$ cat src/rtl/dpot_pkg.sv
package dpot_pkg;
  localparam int NUM_CH = 2;
  localparam int BYTE_W = 8;
  localparam logic [3:0] ID_PREFIX = 4'b1010;
  localparam logic [BYTE_W-1:0] ADDR_CTRL = 8'h10;
  localparam logic [BYTE_W-1:0] RESET_VAL = 8'h40;
  localparam int SHDN_BIT = 6;

  typedef enum logic [2:0] {
    ST_IDLE, ST_RX, ST_ACK, ST_TX, ST_MACK, ST_IGN
  } xfer_st_t;

  typedef enum logic [1:0] {
    BK_ID, BK_ADDR, BK_DATA
  } byte_kind_t;

  function automatic logic addr_valid(input logic [BYTE_W-1:0] a);
    return (a < BYTE_W'(NUM_CH)) || (a == ADDR_CTRL);
  endfunction

  function automatic logic [BYTE_W-1:0] next_addr(input logic [BYTE_W-1:0] a);
    if (a < BYTE_W'(NUM_CH - 1)) return a + 8'd1;
    else if (a == BYTE_W'(NUM_CH - 1)) return 8'd0;
    else return a;
  endfunction
endpackage

$ cat src/rtl/dpot_deglitch.sv
module dpot_deglitch #(
  parameter int STABLE_CYC = 4
) (
  input  logic clk,
  input  logic rst,
  input  logic line_i,
  output logic line_o
);
  localparam int CW = $clog2(STABLE_CYC + 1);

  logic [1:0]    sync_q;
  logic [CW-1:0] cnt_q;

  // Output follows the synchronised level only after it has differed
  // for STABLE_CYC consecutive clocks.
  always_ff @(posedge clk) begin
    if (rst) begin
      sync_q <= 2'b11;
      cnt_q  <= '0;
      line_o <= 1'b1;
    end else begin
      sync_q <= {sync_q[0], line_i};
      if (sync_q[1] == line_o) begin
        cnt_q <= '0;
      end else if (cnt_q == CW'(STABLE_CYC - 1)) begin
        line_o <= sync_q[1];
        cnt_q  <= '0;
      end else begin
        cnt_q <= cnt_q + CW'(1);
      end
    end
  end
endmodule

$ cat src/rtl/dpot_bus_events.sv
module dpot_bus_events (
  input  logic clk,
  input  logic rst,
  input  logic scl_f,
  input  logic sda_f,
  output logic scl_rise,
  output logic scl_fall,
  output logic start_ev,
  output logic stop_ev
);
  logic scl_q, sda_q;

  always_ff @(posedge clk) begin
    if (rst) begin
      scl_q <= 1'b1;
      sda_q <= 1'b1;
    end else begin
      scl_q <= scl_f;
      sda_q <= sda_f;
    end
  end

  assign scl_rise = scl_f & ~scl_q;
  assign scl_fall = ~scl_f & scl_q;
  assign start_ev = scl_f & scl_q & sda_q & ~sda_f;
  assign stop_ev  = scl_f & scl_q & ~sda_q & sda_f;
endmodule

$ cat src/rtl/dpot_regfile.sv
module dpot_regfile
  import dpot_pkg::*;
#(
  parameter int CODE_W = 7
) (
  input  logic              clk,
  input  logic              rst,
  input  logic              wr_en,
  input  logic [BYTE_W-1:0] wr_addr,
  input  logic [CODE_W-1:0] wr_code,
  input  logic [BYTE_W-1:0] rd_addr,
  output logic [BYTE_W-1:0] rd_data,
  output logic [CODE_W-1:0] wiper_o [NUM_CH],
  output logic              shut_o
);
  for (genvar ch = 0; ch < NUM_CH; ch++) begin : g_ch
    logic [CODE_W-1:0] code_q;
    always_ff @(posedge clk) begin
      if (rst) code_q <= RESET_VAL[CODE_W-1:0];
      else if (wr_en && wr_addr == BYTE_W'(ch)) code_q <= wr_code;
    end
    assign wiper_o[ch] = code_q;
  end

  // Control bit is stored already inverted as the shutdown flag.
  always_ff @(posedge clk) begin
    if (rst) shut_o <= ~RESET_VAL[SHDN_BIT];
    else if (wr_en && wr_addr == ADDR_CTRL) shut_o <= ~wr_code[SHDN_BIT];
  end

  always_comb begin
    rd_data = '0;
    if (rd_addr == ADDR_CTRL) rd_data[SHDN_BIT] = ~shut_o;
    for (int ch = 0; ch < NUM_CH; ch++) begin
      if (rd_addr == BYTE_W'(ch)) rd_data = BYTE_W'(wiper_o[ch]);
    end
  end
endmodule

$ cat src/rtl/dpot_xfer_fsm.sv
module dpot_xfer_fsm
  import dpot_pkg::*;
#(
  parameter int CODE_W = 7
) (
  input  logic              clk,
  input  logic              rst,
  input  logic              scl_rise,
  input  logic              scl_fall,
  input  logic              start_ev,
  input  logic              stop_ev,
  input  logic              sda_f,
  input  logic [2:0]        strap_i,
  input  logic [BYTE_W-1:0] rd_data,
  output logic              pull_o,
  output logic              wr_en,
  output logic [BYTE_W-1:0] wr_addr,
  output logic [CODE_W-1:0] wr_code,
  output logic [BYTE_W-1:0] ptr_o,
  output xfer_st_t          state_o
);
  xfer_st_t          state;
  byte_kind_t        kind;
  logic [3:0]        cnt;
  logic [BYTE_W-1:0] shreg, txsh, ptr;
  logic              rd_mode;

  always_ff @(posedge clk) begin
    if (rst) begin
      state   <= ST_IDLE;
      kind    <= BK_ID;
      cnt     <= '0;
      shreg   <= '0;
      txsh    <= '0;
      ptr     <= '0;
      rd_mode <= 1'b0;
      pull_o  <= 1'b0;
      wr_en   <= 1'b0;
      wr_addr <= '0;
      wr_code <= '0;
    end else begin
      wr_en <= 1'b0;
      if (stop_ev) begin
        state  <= ST_IDLE;
        pull_o <= 1'b0;
      end else if (start_ev) begin
        state  <= ST_RX;
        kind   <= BK_ID;
        cnt    <= '0;
        pull_o <= 1'b0;
      end else begin
        unique case (state)
          ST_RX: begin
            if (scl_rise) begin
              shreg <= {shreg[BYTE_W-2:0], sda_f};
              cnt   <= cnt + 4'd1;
            end else if (scl_fall && cnt == 4'd8) begin
              cnt <= '0;
              unique case (kind)
                BK_ID: begin
                  if (shreg[7:1] == {ID_PREFIX, strap_i}) begin
                    pull_o  <= 1'b1;
                    rd_mode <= shreg[0];
                    state   <= ST_ACK;
                  end else begin
                    state <= ST_IGN;
                  end
                end
                BK_ADDR: begin
                  if (addr_valid(shreg)) begin
                    pull_o <= 1'b1;
                    ptr    <= shreg;
                    state  <= ST_ACK;
                  end else begin
                    state <= ST_IGN;
                  end
                end
                default: begin
                  pull_o  <= 1'b1;
                  wr_code <= shreg[CODE_W-1:0];
                  state   <= ST_ACK;
                end
              endcase
            end
          end
          ST_ACK: begin
            if (scl_rise && kind == BK_DATA) begin
              wr_en   <= 1'b1;
              wr_addr <= ptr;
              ptr     <= next_addr(ptr);
            end else if (scl_fall) begin
              if (kind == BK_ID && rd_mode) begin
                state  <= ST_TX;
                txsh   <= {rd_data[BYTE_W-2:0], 1'b0};
                pull_o <= ~rd_data[BYTE_W-1];
                cnt    <= '0;
              end else begin
                pull_o <= 1'b0;
                state  <= ST_RX;
                kind   <= (kind == BK_ID) ? BK_ADDR : BK_DATA;
              end
            end
          end
          ST_TX: begin
            if (scl_rise) begin
              cnt <= cnt + 4'd1;
            end else if (scl_fall) begin
              if (cnt == 4'd8) begin
                pull_o <= 1'b0;
                state  <= ST_MACK;
              end else begin
                pull_o <= ~txsh[BYTE_W-1];
                txsh   <= {txsh[BYTE_W-2:0], 1'b0};
              end
            end
          end
          ST_MACK: begin
            if (scl_rise) begin
              if (!sda_f) ptr <= next_addr(ptr);
              else state <= ST_IGN;
            end else if (scl_fall) begin
              state  <= ST_TX;
              txsh   <= {rd_data[BYTE_W-2:0], 1'b0};
              pull_o <= ~rd_data[BYTE_W-1];
              cnt    <= '0;
            end
          end
          default: ;
        endcase
      end
    end
  end

  assign ptr_o   = ptr;
  assign state_o = state;
endmodule

$ cat src/rtl/dpot_i2c_regs.sv
module dpot_i2c_regs
  import dpot_pkg::*;
#(
  parameter int FILT_CYC = 4,
  parameter int CODE_W   = 7
) (
  input  logic              clk,
  input  logic              rst,
  input  logic              scl_i,
  input  logic              sda_i,
  input  logic [2:0]        strap_i,
  output logic              sda_pull_o,
  output logic [CODE_W-1:0] wiper0_o,
  output logic [CODE_W-1:0] wiper1_o,
  output logic              shutdown_o
);
  logic [1:0] raw_lines, filt_lines;
  logic scl_f, sda_f, scl_rise, scl_fall, start_ev, stop_ev;
  logic wr_en;
  logic [BYTE_W-1:0] wr_addr, ptr, rd_data;
  logic [CODE_W-1:0] wr_code;
  logic [CODE_W-1:0] wipers [NUM_CH];
  xfer_st_t fsm_state;

  assign raw_lines = {sda_i, scl_i};

  for (genvar g = 0; g < 2; g++) begin : g_filt
    dpot_deglitch #(.STABLE_CYC(FILT_CYC)) u_filt (
      .clk(clk), .rst(rst), .line_i(raw_lines[g]), .line_o(filt_lines[g])
    );
  end

  assign scl_f = filt_lines[0];
  assign sda_f = filt_lines[1];

  dpot_bus_events u_events (
    .clk(clk), .rst(rst), .scl_f(scl_f), .sda_f(sda_f),
    .scl_rise(scl_rise), .scl_fall(scl_fall),
    .start_ev(start_ev), .stop_ev(stop_ev)
  );

  dpot_xfer_fsm #(.CODE_W(CODE_W)) u_fsm (
    .clk(clk), .rst(rst), .scl_rise(scl_rise), .scl_fall(scl_fall),
    .start_ev(start_ev), .stop_ev(stop_ev), .sda_f(sda_f),
    .strap_i(strap_i), .rd_data(rd_data), .pull_o(sda_pull_o),
    .wr_en(wr_en), .wr_addr(wr_addr), .wr_code(wr_code),
    .ptr_o(ptr), .state_o(fsm_state)
  );

  dpot_regfile #(.CODE_W(CODE_W)) u_regs (
    .clk(clk), .rst(rst), .wr_en(wr_en), .wr_addr(wr_addr),
    .wr_code(wr_code), .rd_addr(ptr), .rd_data(rd_data),
    .wiper_o(wipers), .shut_o(shutdown_o)
  );

  assign wiper0_o = wipers[0];
  assign wiper1_o = wipers[1];
endmodule

$ cat config.mk
export PLATFORM = sky130hd
export DESIGN_NAME = dpot_i2c_regs
export DESIGN_NICKNAME = d
export VERILOG_FILES = /design/src/rtl/dpot_pkg.sv /design/src/rtl/dpot_deglitch.sv /design/src/rtl/dpot_bus_events.sv /design/src/rtl/dpot_regfile.sv /design/src/rtl/dpot_xfer_fsm.sv /design/src/rtl/dpot_i2c_regs.sv
export SDC_FILE = /design/constraint.sdc
export NUM_CORES = 1
export LEC_CHECK = 0
export ABC_AREA = 1
export BUFFER_PORTS_ARGS = -buffer_cell sky130_fd_sc_hd__clkbuf_2
export CORE_ASPECT_RATIO = 1.2
export CORE_UTILIZATION = 61
export DETAILED_ROUTE_END_ITERATION = 12
export PLACE_DENSITY_LB_ADDON = 0.08
export SLEW_MARGIN = 20
export SYNTH_ARGS = -nofsm -noshare
export SYNTH_HDL_FRONTEND = slang
export SYNTH_SLANG_ARGS = --single-unit
$ cat constraint.sdc
create_clock -name clk -period 2.03 [get_ports clk]
set_input_delay 0.5075 -clock clk [delete_from_list [all_inputs] [get_ports clk]]
set_output_delay 0.5075 -clock clk [all_outputs]
set_load 0.02 [all_outputs]
-- Word level (Yosys, flattened, before mapping)
Index checks and enable logic that the tools add are counted.
- flip-flop bits (word level): 80
- input bits: 7
- word-level logic and storage cells: 208
- $add $sub $neg: 4
- $lt $le $gt $ge: 2
- eq/ne operators: 53
- mux-type cells: 69
- bitwise operators: 22
- reduce and logical (&&, ||, !) cells: 35
- operator list (operator ; number):
    $mux W8 ; 17
    $pmux W8 S3 ; 2
    $mux W3 ; 12
    $mux W4 ; 9
    $reduce_and A10 Y1 ; 3
    $ne A3 B2 Y1 const B ; 9
    $eq A8 B5 Y1 const B ; 3
    $reduce_and A11 Y1 ; 2
    $ne A2 B1 Y1 const B ; 10
    $eq A8 B1 Y1 const B ; 2
    $logic_not A8 Y1 ; 2
    $ne A2 B2 Y1 const B ; 8
    $pmux W4 S4 ; 1
    $mux W1 ; 15
    $ne A3 B3 Y1 const B ; 5
    $mux W2 ; 7
    $mux W7 ; 2
    $not A1 Y1 ; 14
    $eq A3 B2 Y1 const B ; 4
    $pmux W3 S4 ; 1
    $reduce_and A9 Y1 ; 1
    $reduce_or A3 Y1 ; 3
    $add A8 B1 Y8 const B ; 1
    $lt A8 B1 Y1 const B ; 1
    other kinds (32) ; 51

-- Logic depth before layout (Yosys ltp)
Gate-level depths: netlist of run 1.
- depth in word-level cells: 8
- depth in mapped cells: 13
- gate-level depth less buffers: 13

-- By module
Synthesis of run 1 repeated with hierarchy kept, for this count alone.
- cells, all modules: 654
- area total of the unflattened synthesis: 4242.8 sq um
- modules (own cells, without submodules) (module ; instances ; cells each ; area each (sq um)):
    dpot_xfer_fsm ; 1 ; 442 ; 2760.1
    dpot_regfile ; 1 ; 150 ; 954.7
    dpot_deglitch ; 2 ; 23 ; 217.7
    dpot_bus_events ; 1 ; 16 ; 92.6

-- Least setup slack after synthesis of run 1
OpenSTA, ideal clock, no wires.
- path type: register -> register
- start: register g_filt[0].u_filt.line_o
- end: register u_fsm.ptr[4], in the netlist u_fsm.ptr_o[4]
- library setup time: 0.115 ns
- arrival time: 1.484 ns
- required time: 1.915 ns
- path slack: 0.431 ns
- cell stages (with the launch flop): 12
- path buffers: 1
- path through: dfxtp_1 -> ha_1 -> buf_2 -> nand2_1 -> nor2_1 -> nand2_1 -> nand3_1 -> nand2_1 -> nor2_1 -> nand3_1 -> nand2_1 -> nor2_1
- word-level cells in the longest chain between the ends: 5
- elaborated cells on any way between the ends: 17
- classes of those cells: eq/ne: 4; bitwise: 10; reduce/logical: 3
- ends and longest elaborated chain (what ; line ; text):
    start, declared ; dpot_deglitch.sv:7 ; output logic line_o
    start signal, assigned ; dpot_deglitch.sv:26 ; line_o <= sync_q[1];
    $not A1 Y1 or $and A1 B1 Y1 (tied branches) ; dpot_bus_events.sv:24, dpot_bus_events.sv:25, dpot_bus_events.sv:26 ;
    $and A1 B1 Y1 (on tied branches) ; dpot_bus_events.sv:24, dpot_bus_events.sv:25, dpot_bus_events.sv:26 ;
    $logic_and A1 B1 Y1 (tied with other cells) ; dpot_xfer_fsm.sv:57 ; end else if (scl_fall && cnt == 4'd8) begin
    $ne A2 B1 Y1 (no source line) or $not A1 Y1 (tied branches) ; - ;
    $reduce_and A10 Y1 (no source line) (*) ; - ;
    end signal, assigned ; dpot_xfer_fsm.sv:72 ; ptr <= shreg;
    end signal, assigned ; dpot_xfer_fsm.sv:90 ; ptr <= next_addr(ptr);
    end signal, assigned ; dpot_xfer_fsm.sv:119 ; if (!sda_f) ptr <= next_addr(ptr);
    end, declared ; dpot_xfer_fsm.sv:25 ; logic [BYTE_W-1:0] shreg, txsh, ptr;
Mark *: on every way between the ends. The rest lies on a longest branch, timed or not.
A chain may end at the register's enable or synchronous reset.

-- Worst setup path in the final report of run 1
- start: register g_filt[0].u_filt.line_o
- end: register u_fsm.wr_code[0]
- word-level cells in the longest chain between the ends: 5
- elaborated cells on any way between the ends: 13
- classes of those cells: bitwise: 11; reduce/logical: 2
- ends and longest elaborated chain (what ; line ; text):
    $and A1 B1 Y1 ; dpot_bus_events.sv:25, dpot_bus_events.sv:26 ;
    $and A1 B1 Y1 (on tied branches) (2 in a row) ; dpot_bus_events.sv:26, dpot_bus_events.sv:25 ;
    $not A1 Y1 (no source line) ; - ;
    $reduce_and A6 Y1 (no source line) (*) ; - ;
    end signal, assigned ; dpot_xfer_fsm.sv:80 ; wr_code <= shreg[CODE_W-1:0];
    end, declared ; dpot_xfer_fsm.sv:18 ; output logic [CODE_W-1:0] wr_code,
Marked as above.

==> results.py, run 1 <==
metrics = {
    "finish": {
        "final_core_util_pct": 70.71,
        "fin_cells": 730,
        "antenna_cells": 0,
        "drive_gt1_share_pct": 13.49,
        "final_cell_area_um2": 4558,
        "area_delta_synth_final_pct": 11.61,
        "fin_nets": 659,
    },
    "die": {
        "die_y_um": 91.63,
        "design.core.area_um2": 6446,
        "fp.dieW_um": 76.70,
        "start_util_pct": 63.35,
        "ioPinCount": 23,
        "rows": 32,
        "die-area_um2": 7028,
    },
    "timing": {
        "setup_tns_ns": 0,
        "final_hold_viol_count": 0,
        "drv_slew": 0,
        "slew_headroom_pct": 57.56,
        "fin_skew_ns": 0.01217,
        "rsz0062_at_grt": "no",
        "period_needed_ns": 1.873,
        "finalSetupViolations": 0,
        "fmax_mhz": 533.8,
        "tightest_slew_ns": 0.6359,
        "post-route-period-util_pct": 92.28,
        "hold_ws_ns": 0.3230,
    },
    "route": {
        "drc": 0,
        "drt-pass1-iter-count": 5,
        "ant_nets": 0,
        "wl_per_cell_um": 13.97,
        "via_per_inst": 5.540,
        "wirelength_mm": 10.20,
        "vias": 4044,
        "drt_iter0_markers": 262,
    },
    "setup_path": {
        "crit_chain": "inv_1 -> ha_1 -> nand4_1 -> buf_4 -> nor2_1 -> nand4_1 -> buf_4 -> o21ai_0 -> a21oi_1",
        "crit_required_ns": 2.27,
        "worstSetupEndpointType": "flop",
        "slowest_delay_ns": 0.36,
        "crit_type": "flop to flop",
        "cp_num_buf_inv": 3,
        "worst_path_max_delay_cell": "dfxtp_1",
        "path_max_fanout": 14,
        "crit_family": "buffers and inverters",
        "r2r_slack_ns": 0.16,
        "crit_arrival_ns": 2.12,
        "startpoint_type": "flop",
    },
    "place": {
        "placed_cells": 713,
        "gp_congestion": 0.9512,
        "io_buffers": 22,
        "placed_area_um2": 4357,
        "dp_hpwl_mm": 7.507,
    },
    "clocking": {
        "ctsResizeCount": 0,
        "path_clk_slew_ns": 0.09,
        "cts_root_buf": "clkbuf_8",
        "clk_path_buf_depth": 2,
        "insertion_delay_ns": 0.36,
        "cts_tree": "done",
        "numCtsBuffers": 9,
        "htreeDepth": 3,
        "post_cts_buffers": 0,
        "hold_buffers": 0,
        "clock-sinks": 79,
    },
    "logic_synthesis": {
        "ys_seq_elements": 79,
        "synth_compound_area_share_pct": 15.13,
        "yosysSeqAreaShare_pct": 38.73,
        "synth_largest_area_cell": "dfxtp_1",
        "synth_mux_area_share_pct": 0,
        "synth_top_family_by_area": "simple AND/OR/NAND/NOR gates",
        "yosysMostFrequentCell": "nand2_1",
        "ys_types": 34,
        "synth-main-ff-cell": "dfxtp_1",
        "ys_async_sr_fraction_pct": 0,
        "yosys.area_share.xor_xnor_pct": 0,
        "syn_area_um2": 4084,
        "yosys_warnings": 0,
        "syn-num-nets": 623,
        "yosys.area_share.simple_pct": 33.55,
        "synth_top_cell_area_share_pct": 38.73,
        "synth_edf_count": 0,
        "synth.area.top_cells": "dfxtp_1 (39%), nand2_1 (13%), nor2_1 (8.6%)",
        "ys_top_cells_by_count": "nand2_1 (137), nor2_1 (94), dfxtp_1 (79)",
        "synth_fa_ha_area_share_pct": 3.676,
        "syn_inst": 604,
        "avgSynthCellArea_um2": 6.761,
    },
    "global_routing": {
        "grt_max_degree": 57,
        "track_usage_pct": 31.03,
        "antenna_found_initial": 0,
        "overflow": 0,
        "grt_pass1_wl_mm": 17.22,
        "grt_pass1_vias": 3690,
    },
    "power": {
        "switchingPower_uw": 1931,
        "p_int_uw": 2747,
        "seqPwrFrac_pct": 38.6,
        "ir_drop_mv": 0.9295,
        "combPwrFrac_pct": 37.2,
        "power_density_nw_per_um2": 1026,
        "p_leak_uw": 0.002146,
        "power_frac_clock_pct": 24.2,
        "switching_share_pct": 41.28,
    },
    "worst_hold_path": {
        "hp-class": "primary input to flop",
    },
    "status": {
        "status": "finished, final reports clean",
    },
    "run": {
        "drv_cap": 0,
    },
}
## final cells by class
| class | instances | area (um^2) |
|---|---|---|
| well taps | 85 | 106.4 |
| clock buffers | 10 | 137.6 |
| repair buffers | 39 | 250.2 |
| flip-flops and latches | 79 | 1583 |
| multi-input cells | 437 | 2151 |
| inverters | 74 | 280.3 |
| fillers | 580 | 1888 |
| clock inverters | 6 | 50.05 |
## layer usage
layer | GRT usage [%] | up-vias | part of all wire [%]
met4 | 12.50 | 0 | 2.4
li1 | - | 2008 | -
met5 | 0 | - | 0
met3 | 5.274 | 24 | 4.6
met2 | 54.61 | 150 | 50
met1 | 37.16 | 1862 | 42
## power by group through the flow
stage          logic [uW]  clock network, uW  registers (uW)
2_1_floorplan        1370                  0            1780
3_3_place_gp         1660                  0            1830
3_5_place_dp         1680                  0            1840
4_1_cts              1690               1140            1800
5_1_grt              1950               1220            1820
6_report             1740               1130            1810
## metrics by stage
step / power, uW / worst slack [ns]
2_1_floorplan: 3155 / 0.4309
3_3_place_gp: 3492 / 0.1822
3_5_place_dp: 3519 / 0.1116
4_1_cts: 4631 / 0.1010
5_1_grt: 4991 / 0.005984
6_report: 4679 / 0.1566
## worst paths after layout
check             cells past startpoint                          to                       start
setup / recovery                      9            u_fsm.wr_code[0]     g_filt[0].u_filt.line_o
hold / removal                        2  g_filt[0].u_filt.sync_q[0]                       scl_i
setup reg to reg                      9            u_fsm.wr_code[0]     g_filt[0].u_filt.line_o
hold reg to reg                       1  g_filt[1].u_filt.sync_q[1]  g_filt[1].u_filt.sync_q[0]
## cells by family after synthesis
| logic type | after synthesis |
|---|---|
| AND/OR/NAND/NOR | 307 |
| buffers and inverters | 89 |
| adder cells (fa/ha/maj) | 12 |
| flip-flops | 79 |
| AO/OA/AOI/OAI | 117 |
## worst reg2reg max path: stages, from the launching register on
cell	delay (ns)
dfxtp_1	0.36
inv_1	0.10
ha_1	0.25
nand4_1	0.18
buf_4	0.18
nor2_1	0.09
nand4_1	0.10
buf_4	0.20
o21ai_0	0.23
a21oi_1	0.06
## registers in the layout, summed over array words and instances (netlist names), 4 cells and up
signal	cells
u_regs.g_ch.code_q	14
u_fsm.cnt	4
u_fsm.txsh	7
g_filt.u_filt.sync_q	4
u_fsm.ptr_o	8
g_filt.u_filt.cnt_q	6
u_fsm.wr_addr	8
u_fsm.wr_code	7
u_fsm.shreg	8
## cells in the final DEF, fill, tap and decap left out, types with 3 or more instances in the layout
cell type  instances
or2_2              5
nand3_1           39
clkbuf_2          22
nor2_4             3
dfxtp_1           78
nand4_1            4
nand3_2            5
o211ai_1           4
nor2_1            94
a21oi_1           53
nand2_4            5
nor3_1             6
inv_1             72
buf_4             16
ha_1              11
clkbuf_8          10
o21ai_1            5
nand2_1          137
o21ai_0           49
Note: power is estimated with default switching activity, not from simulation.
==> inputs of run 2 (changes only) <==
Settings changed: CORE_UTILIZATION 61 to 41.
==> results.py, run 2 (synthesis gave the netlist of run 1 again) <==
metrics = {
    "clocking": {
        "hold_buffers": 0,
        "clock-sinks": 79,
        "htreeDepth": 3,
        "insertion_delay_ns": 0.34,
        "cts_tree": "done",
        "cts_root_buf": "clkbuf_16",
        "clk_path_buf_depth": 2,
        "numCtsBuffers": 9,
        "path_clk_slew_ns": 0.06,
    },
    "die": {
        "ioPinCount": 23,
        "die-area_um2": 10370,
        "design.core.area_um2": 9613,
        "fp.dieW_um": 93.11,
        "start_util_pct": 42.48,
        "rows": 39,
        "die_y_um": 111.3,
    },
    "setup_path": {
        "worst_path_max_delay_cell": "dfxtp_1",
        "crit_chain": "inv_1 -> nor2_2 -> nand2_1 -> nand3_2 -> nor3_4 -> buf_12 -> buf_4 -> o21ai_1 -> nor2_1",
        "crit_type": "flop to flop",
        "crit_required_ns": 2.27,
        "startpoint_type": "flop",
        "crit_arrival_ns": 2.14,
        "cp_num_buf_inv": 3,
        "crit_family": "simple AND/OR/NAND/NOR gates",
        "slowest_delay_ns": 0.59,
        "worstSetupEndpointType": "flop",
        "path_max_fanout": 11,
    },
    "finish": {
        "antenna_cells": 0,
        "nFillCells": 985,
        "fin_cells": 769,
        "drive_gt1_share_pct": 13.78,
        "multiInputGateArea_um2": 2146,
        "largest_register_ffs": 14,
        "layout.area.seq_um2": 1582,
        "final_common_cell": "nand2_1",
        "area_delta_synth_final_pct": 16.18,
        "final_cell_mix": "nand2_1 (137), nor2_1 (93), dfxtp_1 (79), inv_1 (72), a21oi_1 (53)",
        "fin_nets": 660,
        "largest-register": "u_regs.g_ch.code_q",
    },
    "power": {
        "power_density_nw_per_um2": 1112,
        "p_int_uw": 3296,
        "seqPwrFrac_pct": 33.9,
        "power_frac_clock_pct": 31.4,
        "ir_drop_mv": 0.4987,
        "p_leak_uw": 0.002211,
        "switchingPower_uw": 1982,
        "switching_share_pct": 37.55,
        "combPwrFrac_pct": 34.7,
    },
    "timing": {
        "finalSetupViolations": 0,
        "setup_tns_ns": 0,
        "hold_ws_ns": 0.3492,
        "final_hold_viol_count": 0,
        "rsz0062_at_grt": "no",
        "drv_slew": 0,
        "period_needed_ns": 1.906,
        "tightest_slew_ns": 0.4460,
        "fin_skew_ns": 0.005377,
        "slew_headroom_pct": 70.23,
        "post-route-period-util_pct": 93.90,
        "fmax_mhz": 524.6,
    },
    "place": {
        "io_buffers": 22,
        "gp_congestion": 0.9397,
        "placed_cells": 751,
        "dp_hpwl_mm": 7.979,
    },
    "global_routing": {
        "grt_use_met2_pct": 37.84,
        "grt_pass1_vias": 3636,
        "track_usage_pct": 22.02,
        "grt.busiest_layer": "met2",
        "grt_pass1_wl_mm": 17.87,
        "antenna_found_initial": 0,
        "grt_max_degree": 52,
        "met1_usage_pct": 27.22,
        "use_met3_pct": 3.962,
        "overflow": 0,
    },
    "route": {
        "drt-pass1-iter-count": 4,
        "drc": 0,
        "vias": 3837,
        "wl_per_cell_um": 13.76,
        "via_per_inst": 4.990,
        "drt_iter0_markers": 179,
        "ant_nets": 0,
        "wirelength_mm": 10.58,
    },
    "run": {
        "drv_cap": 0,
    },
    "worst_hold_path": {
        "hp-class": "primary input to flop",
    },
    "status": {
        "status": "finished, final reports clean",
    },
}
==> run 2: cell types whose count changed in the layout (fill, tap and decap cells not counted), sizes merged <==
cell / before / now
buf: 17 / 19
bufinv: 0 / 1
clkbuf: 32 / 31
nor3: 8 / 7
==> run 2: per-stage QoR <==
stage	total power [uW]	setup WS, ns	utilization [%]	instance area [um^2]
floorplan	3155	0.4309	-	4084
global placement	3573	0.1777	45.82	4404
detailed placement	3585	0.1403	45.82	4404
CTS	5256	0.1056	48.99	4710
global route	5670	0.01262	49.36	4745
finish	5278	0.1238	49.36	4745
==> run 2: repair_timing <==
item                                    4_1_cts  5_1_grt
buffers inserted                              0        2
endpoints found under the hold margin         0        0
endpoints found under the setup margin        0       13
resized for setup                             0        3
==> run 2: layout make-up <==
type	count	share of cell area (%)
clock inverter	7	1.688
clock buffer	9	4.747
inverter	74	5.907
multi-input combinational	436	45.23
timing repair buffer	41	5.854
tap	123	3.244
sequential	79	33.33
==> run 2: worst paths after layout <==
kind	from	endpoint	slack, ns	depth (start not counted)
setup / recovery	u_fsm.state_o[1]	u_fsm.txsh[4]	0.12	9
setup reg to reg	u_fsm.state_o[1]	u_fsm.txsh[4]	0.12	9
hold reg to reg	g_filt[1].u_filt.sync_q[0]	g_filt[1].u_filt.sync_q[1]	0.41	1
hold / removal	sda_i	g_filt[1].u_filt.sync_q[0]	0.35	2
==> run 2: worst reg2reg max path, stage by stage (launching register included) <==
cell and delay [ns]:
dfxtp_1 0.59, inv_1 0.11, nor2_2 0.35, nand2_1 0.12, nand3_2 0.14, nor3_4 0.06, buf_12 0.14, buf_4 0.13
o21ai_1 0.11, nor2_1 0.05
==> run 2: metal layers <==
layer / wire (um) / up-vias
met4: 163 / 0
met2: 5361 / 44
met5: 0 / -
met3: 229 / 13
met1: 4824 / 1763
li1: - / 2017
==> run 2: power groups by stage <==
stage	Sequential, uW	Clock, uW	Combinational (uW)
2_1_floorplan	1780	0	1370
3_3_place_gp	1820	0	1750
3_5_place_dp	1820	0	1760
4_1_cts	1790	1690	1770
5_1_grt	1800	1780	2090
6_report	1790	1660	1830
==> inputs of run 3 (changes only) <==
Settings changed: SYNTH_HIERARCHICAL set to 1.
==> results.py, run 3 <==
metrics = {
    "place": {
        "gp_congestion": 0.9172,
        "placed_cells": 796,
        "dp_hpwl_mm": 7.847,
        "io_buffers": 22,
        "placed_area_um2": 4516,
    },
    "logic_synthesis": {
        "synth_largest_area_cell": "dfxtp_1",
        "yosys_warnings": 6,
        "yosysSeqAreaShare_pct": 37.28,
        "synth_top_cell_area_share_pct": 37.28,
        "synth.area.top_cells": "dfxtp_1 (37%), nand2_1 (15%), nor2_1 (9.0%)",
        "synth_edf_count": 0,
        "syn-num-nets": 670,
        "ys_types": 29,
        "yosysMostFrequentCell": "nand2_1",
        "syn_area_um2": 4243,
        "syn_inst": 654,
        "ys_async_sr_fraction_pct": 0,
        "ys_top_cells_by_count": "nand2_1 (172), nor2_1 (102), dfxtp_1 (79)",
        "avgSynthCellArea_um2": 6.487,
        "ys_seq_elements": 79,
        "synth-main-ff-cell": "dfxtp_1",
    },
    "timing": {
        "final_hold_viol_count": 0,
        "drv_slew": 0,
        "fmax_mhz": 548.2,
        "period_needed_ns": 1.824,
        "rsz0062_at_grt": "no",
        "hold_ws_ns": 0.3527,
        "setup_tns_ns": 0,
        "post-route-period-util_pct": 89.86,
        "fin_skew_ns": 0.003456,
        "finalSetupViolations": 0,
    },
    "run": {
        "drv_cap": 0,
    },
    "clocking": {
        "clk_path_buf_depth": 2,
        "cts_tree": "done",
        "path_clk_slew_ns": 0.06,
        "numCtsBuffers": 9,
        "clock-sinks": 79,
        "ctsResizeCount": 0,
        "insertion_delay_ns": 0.33,
        "post_cts_buffers": 0,
        "cts_root_buf": "clkbuf_16",
        "htreeDepth": 3,
        "hold_buffers": 0,
    },
    "setup_path": {
        "startpoint": "g_filt[0].u_filt/line_o",
        "worstSetupEndpointType": "flop",
        "crit_arrival_ns": 2.05,
        "path_max_fanout": 12,
        "startpoint_type": "flop",
        "r2r_start": "g_filt[0].u_filt/line_o",
        "crit_type": "flop to flop",
        "crit_required_ns": 2.26,
    },
    "finish": {
        "fin_cells": 812,
        "final_cell_area_um2": 4828,
        "final_cell_mix": "nand2_1 (171), nor2_1 (100), dfxtp_1 (79), inv_1 (75), nand3_1 (64)",
        "nFillCells": 1048,
        "largest_register_ffs": 14,
        "drive_gt1_share_pct": 13.12,
        "antenna_cells": 0,
        "largest-register": "u_regs/g_ch.code_q",
        "area_delta_synth_final_pct": 13.80,
        "final_core_util_pct": 48.00,
        "final_common_cell": "nand2_1",
        "fin_nets": 697,
    },
    "route": {
        "drt-pass1-iter-count": 5,
        "wl_per_cell_um": 12.78,
        "wirelength_mm": 10.38,
        "drt_iter0_markers": 145,
        "vias": 3986,
        "via_per_inst": 4.909,
        "drc": 0,
        "ant_nets": 0,
    },
    "die": {
        "start_util_pct": 42.18,
        "die-area_um2": 10760,
        "design.core.area_um2": 10060,
        "ioPinCount": 23,
        "rows": 40,
        "fp.dieW_um": 94.87,
        "die_y_um": 113.4,
    },
    "global_routing": {
        "track_usage_pct": 21.27,
        "antenna_found_initial": 0,
        "overflow": 0,
        "grt_max_degree": 31,
        "grt_pass1_wl_mm": 17.81,
        "grt_pass1_vias": 3767,
    },
    "status": {
        "status": "finished, final reports clean",
    },
    "power": {
        "ir_drop_mv": 0.4691,
        "power_density_nw_per_um2": 995.1,
        "switching_share_pct": 36.41,
        "combPwrFrac_pct": 30.4,
        "switchingPower_uw": 1749,
        "p_leak_uw": 0.002245,
        "seqPwrFrac_pct": 35.9,
        "power_frac_clock_pct": 33.7,
        "p_int_uw": 3055,
    },
    "worst_hold_path": {
        "hold_start": "sda_i",
        "hp-class": "primary input to flop",
    },
}
## run 3: cell count changes in the layout (fill, tap and decap cells not counted), sizes merged, moves of 3 or more
cell    change
buf         -8
a21oi      -14
o211ai      -3
ha          -3
o21ai      -16
nand2      +32
inv         +4
nor2       +21
nand3      +27
## run 3: cell type report
cell class,instances,area [um^2],share of cell area [%]
Sequential cell,79,1582,32.75
Tap cell,126,157.7,3.265
Inverter,81,304.0,6.297
Timing Repair Buffer,33,205.2,4.250
Clock buffer,11,242.7,5.027
Clock inverter,5,57.56,1.192
Multi-Input combinational cell,477,2280,47.21
## run 3: per-stage QoR
stage / worst slack [ns] / power (uW)
3_3_place_gp: 0.05407 / 3190
3_5_place_dp: 0.03607 / 3202
2_1_floorplan: 0.3542 / 2865
6_report: 0.2059 / 4805
4_1_cts: 0.005150 / 4840
5_1_grt: 0.01144 / 5139
## run 3: critical path, cell delays in order, from the launching register on
cell and delay, ns:
dfxtp_1 0.39, inv_1 0.09, nor2_2 0.19, nand3_1 0.15
nor2_2 0.23, nor2_1 0.07, nor2_1 0.11, nand3_2 0.23
a21oi_1 0.19, nor2_1 0.05
## run 3: worst paths after layout
check	slack [ns]	endpoint	cells after the start
setup / recovery	0.21	u_fsm/ptr_o[4]	9
hold / removal	0.35	g_filt[1].u_filt/sync_q[0]	2
setup reg to reg	0.21	u_fsm/ptr_o[4]	9
hold reg to reg	0.41	g_filt[1].u_filt/sync_q[1]	1
## run 3: power groups by stage
stage | sequential [uW] | combinational [uW] | clock (uW)
2_1_floorplan | 1740 | 1130 | 0
3_3_place_gp | 1760 | 1430 | 0
3_5_place_dp | 1760 | 1440 | 0
4_1_cts | 1730 | 1450 | 1670
5_1_grt | 1740 | 1680 | 1720
6_report | 1720 | 1460 | 1620
## run 3: metal layers
layer,vias up,wire (um),track usage (%)
li1,2124,-,-
met1,1789,4788,27.06
met2,58,5077,35.35
met3,15,292,3.867
met4,0,223,8.283
met5,-,0,0
## run 3: logic make-up (layout without fill, tap and decap cells)
family                   count (synthesis)  after routing  synth area share [%]
XOR/XNOR                                 2              2                0.4129
AO/OA/AOI/OAI                           84             84                 10.11
other                                    1              1               0.08838
AND/OR/NAND/NOR                        381            381                 40.17
adder cells (fa/ha/maj)                  9              9                 2.654
buffers and inverters                   98            130                 9.289
flip-flops                              79             79                 37.28
